`config.mk`:
```
export PLATFORM = sky130hd
export DESIGN_NAME = nand_status_readout
export DESIGN_NICKNAME = d
export VERILOG_FILES = /design/src/rtl/nand_status_readout.sv
export SDC_FILE = /design/constraint.sdc
export NUM_CORES = 1
export LEC_CHECK = 0
export ABC_CLOCK_PERIOD_IN_PS = 1930
export BUFFER_PORTS_ARGS = -buffer_cell sky130_fd_sc_hd__buf_2
export CELL_PAD_IN_SITES_DETAIL_PLACEMENT = 0
export CELL_PAD_IN_SITES_GLOBAL_PLACEMENT = 1
export CORE_MARGIN = 2
export CORE_UTILIZATION = 24
export CTS_CLUSTER_DIAMETER = 150
export CTS_CLUSTER_SIZE = 16
export DETAILED_ROUTE_END_ITERATION = 10
export GPL_ROUTABILITY_DRIVEN = 0
export PLACE_DENSITY = 0.72
export SLEW_MARGIN = 40
export SYNTH_ARGS = -nofsm -noshare
export SYNTH_HDL_FRONTEND = slang
export SYNTH_SLANG_ARGS = --single-unit
```
`constraint.sdc`:
```
create_clock -name clk -period 1.93 [get_ports clk]
set_clock_uncertainty 0.2 [all_clocks]
set_input_delay 0.386 -clock clk [delete_from_list [all_inputs] [get_ports clk]]
set_output_delay 0.386 -clock clk [all_outputs]
set_load 0.02 [all_outputs]
```
`src/rtl/nand_status_readout.sv`:
```
module nand_status_readout #(
  parameter logic [7:0] CMD_READ   = 8'h00,
  parameter logic [7:0] CMD_STAT   = 8'h70,
  parameter logic [7:0] CMD_EDC    = 8'h7B,
  parameter logic [7:0] CMD_CB_RD  = 8'h35,
  parameter logic [7:0] CMD_CB_PG  = 8'h85,
  parameter logic [7:0] CMD_CONFIRM = 8'h10
) (
  input  logic       clk,
  input  logic       rst_n,
  input  logic       cmd_we,
  input  logic [7:0] cmd_byte,
  input  logic       ce_n,
  input  logic       re_n,
  input  logic       rdy,
  input  logic       op_fail,
  input  logic       wp_n,
  input  logic       edc_err,
  input  logic       cb_rd_done,
  input  logic [7:0] arr_data,
  output logic [7:0] io_out,
  output logic       io_oe
);

  typedef enum logic [1:0] {M_DATA, M_STAT, M_EDC} mode_t;

  mode_t mode_q;
  logic  pf_q, rdy_q, err_q, vld_q;
  logic  keep_edc;
  logic [7:0] stat_b, edc_b;

  assign keep_edc = (cmd_byte == CMD_READ)  || (cmd_byte == CMD_STAT)  ||
                    (cmd_byte == CMD_EDC)   || (cmd_byte == CMD_CB_RD) ||
                    (cmd_byte == CMD_CB_PG) || (cmd_byte == CMD_CONFIRM);

  always_ff @(posedge clk) begin
    if (!rst_n) begin
      mode_q <= M_DATA;
      pf_q   <= 1'b0;
      rdy_q  <= 1'b1;
      err_q  <= 1'b0;
      vld_q  <= 1'b0;
    end else begin
      rdy_q <= rdy;
      if (rdy && !rdy_q)
        pf_q <= op_fail;
      if (cmd_we) begin
        if (cmd_byte == CMD_STAT)     mode_q <= M_STAT;
        else if (cmd_byte == CMD_EDC) mode_q <= M_EDC;
        else                          mode_q <= M_DATA;
      end
      if (cmd_we && !keep_edc) begin
        err_q <= 1'b0;
        vld_q <= 1'b0;
      end
      if (cb_rd_done) begin
        err_q <= edc_err;
        vld_q <= 1'b1;
      end
    end
  end

  assign stat_b = {wp_n, rdy, 5'b0, pf_q};
  assign edc_b  = {wp_n, rdy, 3'b0, vld_q, err_q, pf_q};
  assign io_oe  = ~ce_n & ~re_n;

  always_comb begin
    io_out = 8'h00;
    if (io_oe) begin
      case (mode_q)
        M_STAT:  io_out = stat_b;
        M_EDC:   io_out = edc_b;
        default: io_out = arr_data;
      endcase
    end
  end

endmodule


```
==> results.toml, run 1 <==
[timing]
rsz0062_at_grt = "yes"
slew_viol_final = 0
hold_slack_ns = 0.168
tightest_slew_ns = 0.500
period_share_pct = 107
setup_viol = 8
fin_ws_ns = -0.129
hold_viol_final = 0
slew_headroom_pct = 66.6
fmax_ghz = 0.486
fin_crit_ns = 2.06

[flow_run]
maxCapViolCount = 0

[yosys]
seq_area_frac_synth_pct = 25.9
synth_common_cells = "6 x a21oi_1, 6 x dfxtp_1, 6 x nand2_1, 6 x nor3_1"
syn_avg_cell_area_um2 = 7.47
yosys_warnings = 0
synth_edf_count = 0
syn_nets = 90
yosysTopAreaCell = "dfxtp_1"
ys_ff_latch = 6
synth_area_um2 = 463
async_reset_ff_share_pct = 0
synth_flop_cell = "dfxtp_1"
netlist_instances = 62
yosysUniqueCellTypes = 24
synthTopCellsByArea = "dfxtp_1 26%, a21oi_1 6.5%, nor3_1 6.5%, nor3b_1 6.5%, ha_1 5.4%"
netlist.area_leader.share_pct = 25.9

[floorplanning]
core_um2 = 1760
die-area_um2 = 2300
rows = 15
ios = 35
initial_core_util_pct = 26.2
die_x_um = 47.9
die_h_um = 47.9

[final_layout]
drive_above_1_share_pct = 56.3
antenna_cells = 0
final_util_pct = 46.8
area_growth_pct = 78.4
nets = 133
nFillCells = 201

[grt]
grt_pass1_vias = 545
grt_overflow_total = 0
grt_usage_pct = 12.4
antenna_found_initial = 0
grt_pass1_wl_mm = 2.04
grt_max_degree = 10

[setup_path]
start_kind = "register"
worstPathArrival_ns = 1.47
critPathKind = "reg -> out"
critPathMaxFanout = 9
reg2reg_depth = 3
worstPathRequired_ns = 1.34
worst_setup_path_end_kind = "output pin"

[clocking]
clkSinkCount = 6
cts_tree = "done"
clk_pin_slew_worst_paths_ns = 0.04
root_buffer = "clkbuf_4"
cts_made_buffers = 3
worstSkewPairLatency_ns = 0.23
cts_htree_levels = 1
clk_path_buf_depth = 2

[detailed_routing]
drtPass1Iterations = 3
drc = 0
wirelength_mm = 1.30
vias = 599
wire_per_inst_um = 10.1
via_per_inst = 4.68
final_antenna_net_count = 0
drtIter0Drc = 4

[power_and_ir_drop]
power.density_nw_per_um2 = 399
peakVddDrop_mv = 0.344
finalPower_mw = 0.330
power_leakage_nw = 0.342

[placed_design]
hpwl_mm = 1.03
dp_slack_ns = -0.0172
port_buffers = 34

[worst_hold_path]
min_path_type = "in -> reg"
whs_path_depth = 2

[status]
status = "finished, violations left"
failed_checks = "negative setup slack"
## critical path: stages, from the launching register on
cell     delay (ns)
dfxtp_2        0.31
buf_6          0.11
ha_4           0.27
nor3b_2        0.18
a21oi_1        0.08
nor3_2         0.12
buf_4          0.16
## final cells by class
| class | count | area [µm²] | share of cell area, % |
|---|---|---|---|
| Tap cell | 25 | 31.3 | 3.79 |
| Timing Repair Buffer | 39 | 239 | 28.9 |
| Inverter | 3 | 11.3 | 1.36 |
| Sequential cell | 6 | 121 | 14.7 |
| Clock buffer | 3 | 22.5 | 2.73 |
| Multi-Input combinational cell | 52 | 400 | 48.5 |
## worst paths after layout
check	startpoint	end	slack, ns
worst min-delay path	rdy	rdy_q$_SDFF_PN1_	0.17
worst max-delay path	mode_q[1]$_SDFFE_PN0P_	io_out[0]	-0.13
worst max register to register	rdy_q$_SDFF_PN1_	pf_q$_SDFFE_PN0P_	0.94
worst min register to register	vld_q$_SDFFE_PN0P_	vld_q$_SDFFE_PN0P_	0.26
## through the flow
step | setup TNS [ns] | area [µm²] | std cells
after global routing | -1.13 | 826 | 128
final | -0.609 | 826 | 128
after CTS | -0.523 | 818 | 128
after global placement | -0.00684 | 716 | 124
after floorplan | 0 | 488 | 62
after detailed placement | -0.0319 | 716 | 124
## cells in the final DEF (no fill, tap or decap), types with 2 or more instances in the layout
cell type | netlist | routed
buf_2 | 0 | 26
buf_4 | 0 | 10
nand2_1 | 6 | 6
a21oi_1 | 6 | 6
nor3_2 | 0 | 5
dfxtp_1 | 6 | 5
nor2_1 | 4 | 3
and3_1 | 3 | 3
nor3b_2 | 0 | 3
nand3b_1 | 3 | 3
nand3_1 | 3 | 3
clkbuf_4 | 0 | 3
buf_6 | 0 | 3
inv_1 | 3 | 2
o21ai_1 | 2 | 2
a21boi_0 | 2 | 2
nor2b_1 | 2 | 2
ha_4 | 0 | 2
## kinds of logic (layout without fill, tap and decap cells)
kind of cell	Yosys count	count (layout)	synth area share, %
AOI/OAI and AO/OA	12	12	17.3
adders and majority gates	2	2	5.40
buffers and inverters	4	45	3.24
DFF	6	6	25.9
muxes	1	1	2.16
and+or+nand+nor	37	37	45.9
## report_power, final
| group | internal (mW) | switching [mW] | total [mW] |
|---|---|---|---|
| sequential | 0.129 | 0.00221 | 0.131 |
| clock | 0.0699 | 0.0393 | 0.109 |
| combinational | 0.0447 | 0.0444 | 0.0891 |
| total | 0.244 | 0.0859 | 0.330 |
## state kept, by name (all words and copies together) (netlist names)
name / cells
pf_q: 1
rdy_q: 1
mode_q: 2
vld_q: 1
err_q: 1
## repair_timing
action / in CTS / in global routing
endpoints found under the setup margin: 8 / 8
pin swaps: 1 / 1
buffers inserted: 1 / 0
resized for setup: 20 / 2
endpoints found under the hold margin: 0 / 0
hold buffers: 0 / 0
## metal layers
layer / vias to the layer above / track usage, % / share of wire (%)
met2: 19 / 23.2 / 50
li1: 312 / - / -
met5: - / 0 / 0
met3: 0 / 3.40 / 6.0
met4: 0 / 3.24 / 0
met1: 268 / 13.7 / 44
Power figures use the tool's default switching activity.
==> run 2: changes to the inputs <==
PLACE_DENSITY = not set   (was 0.72)
PLACE_DENSITY_LB_ADDON = 0.1   (was not set)
==> run 2 against run 1 <==
The flow still finishes with violations (negative setup slack). Power increased by 2.9%. Design area is 2.9% higher. Register-to-register slack hardly changed. Sequential power is essentially flat. First-iteration DRC count is 130% higher. Critical path depth did not move. Clock power rose by 6%. Flip-flop and latch count is the same. Highest routed layer unchanged. Wire length increased by 8.6%. Critical path type unchanged. Setup slack improved by 0.063 ns.
==> results.toml, run 2 (synthesis gave the netlist of run 1 again) <==
[status]
status = "finished, violations left"
failed_checks = "negative setup slack"

[detailed_routing]
wire_per_inst_um = 11.2
final_antenna_net_count = 0
drtIter0Drc = 9
wirelength_mm = 1.41
drtPass1Iterations = 2
via_per_inst = 4.61
vias = 581
drc = 0

[setup_path]
worstPathRequired_ns = 1.34
start_kind = "register"
r2r_slack_ns = 0.94
slowest_delay_ns = 0.33
endpoint = "io_out[2]"
critPathMaxFanout = 8
reg2reg_from = "rdy_q$_SDFF_PN1_"
path_cells = "inv_2 -> ha_4 -> buf_6 -> a21oi_2 -> nor3_2 -> buf_4"
crit_start = "mode_q[0]$_SDFFE_PN0P_"
critPathKind = "reg -> out"
worstPathArrival_ns = 1.41
worst_setup_path_end_kind = "output pin"
reg2reg_depth = 3
regToRegEndpoint = "pf_q$_SDFFE_PN0P_"
crit_path_top_delay_cell = "dfxtp_2"

[timing]
tightest_slew_ns = 0.543
setup_viol = 8
rsz0062_at_grt = "yes"
fin_crit_ns = 2.00
slew_headroom_pct = 63.7
fin_tns_setup_ns = -0.309
slew_viol_final = 0
period_share_pct = 103
fin_ws_ns = -0.0658
fmax_ghz = 0.501
hold_viol_final = 0

[final_layout]
nets = 131
drive_above_1_share_pct = 63.4
mostFrequentLayoutCells = "26 x buf_2, 7 x buf_4, 6 x nand2_1"
top_register = "mode_q"
antenna_cells = 0
nFillCells = 198
final_common_cell = "buf_2"
largest_reg_flops = 2
area_growth_pct = 83.5

[power_and_ir_drop]
finalPower_mw = 0.339
power_leakage_nw = 0.352
power.density_nw_per_um2 = 399
peakVddDrop_mv = 0.257

[clocking]
clk_path_buf_depth = 2
clk_pin_slew_worst_paths_ns = 0.05
worstSkewPairLatency_ns = 0.24
cts_tree = "done"
clkSinkCount = 6
cts_made_buffers = 3
root_buffer = "clkbuf_4"
cts_htree_levels = 1
cts_hold_buf = 0

[grt]
antenna_found_initial = 0
grt_usage_pct = 12.6
grt_max_degree = 9
grt_pass1_vias = 502
grt_pass1_wl_mm = 2.01
grt_overflow_total = 0

[floorplanning]
core_um2 = 1760
die_h_um = 47.9
die_x_um = 47.9
rows = 15
die-area_um2 = 2300
ios = 35
initial_core_util_pct = 26.2

[worst_hold_path]
min_path_type = "in -> reg"
whs_path_depth = 2

[placed_design]
port_buffers = 34
hpwl_mm = 1.04

[flow_run]
maxCapViolCount = 0
run 2: worst max-delay path: cells and delay by family, from the launching register on:
family	cells	cell delay, ns
simple gates	1	0.11
fa+ha+maj	1	0.33
buf+inv	3	0.34
compound gates	1	0.05
flops	1	0.33
run 2: metal layers:
metal	GRT usage, %	vias up	wire length (µm)
li1	-	307	-
met4	6.49	0	0
met2	18.1	19	632
met3	2.64	0	102
met1	17.5	255	677
met5	0	-	0
run 2: report_power, final:
| part | total [mW] | leakage, nW | internal (mW) | switching (mW) |
|---|---|---|---|---|
| clock | 0.116 | 0.0138 | 0.0704 | 0.0454 |
| sequential | 0.130 | 0.0505 | 0.128 | 0.00211 |
| combinational | 0.0938 | 0.287 | 0.0478 | 0.0460 |
| total | 0.339 | 0.352 | 0.246 | 0.0935 |
run 2: worst min-delay path by stage:
stage                         end  slack (ns)               start
2_1_floorplan  vld_q$_SDFFE_PN0P_        0.23  vld_q$_SDFFE_PN0P_
3_3_place_gp   vld_q$_SDFFE_PN0P_        0.24  vld_q$_SDFFE_PN0P_
3_5_place_dp   vld_q$_SDFFE_PN0P_        0.25  vld_q$_SDFFE_PN0P_
4_1_cts          rdy_q$_SDFF_PN1_        0.15                 rdy
5_1_grt          rdy_q$_SDFF_PN1_        0.17                 rdy
6_report         rdy_q$_SDFF_PN1_        0.17                 rdy
run 2: layout make-up:
| type | instances | area (µm²) | area share [%] |
|---|---|---|---|
| clock buffers | 3 | 22.5 | 2.65 |
| inverters | 3 | 11.3 | 1.33 |
| multi-input cells | 52 | 432 | 50.8 |
| flip-flops and latches | 6 | 125 | 14.7 |
| well taps | 25 | 31.3 | 3.68 |
| repair buffers | 37 | 228 | 26.8 |
run 2: per-stage QoR:
step / instances / worst slack [ns] / hold slack (ns) / cell area, µm² / util, %
final: 126 / -0.0658 / 0.170 / 850 / 48.2
after global routing: 126 / -0.131 / 0.172 / 850 / 48.2
after CTS: 126 / -0.0653 / 0.154 / 822 / 46.6
after detailed placement: 122 / -0.00218 / 0.246 / 701 / 39.7
after global placement: 122 / 0.0137 / 0.240 / 701 / 39.7
after floorplan: 62 / 0.0136 / 0.229 / 488 / -
run 2: timing repair:
item | 4_1_cts | 5_1_grt
resized for setup | 27 | 6
buffers inserted | 1 | 0
setup endpoints to repair | 8 | 8
pin swaps | 5 | 2
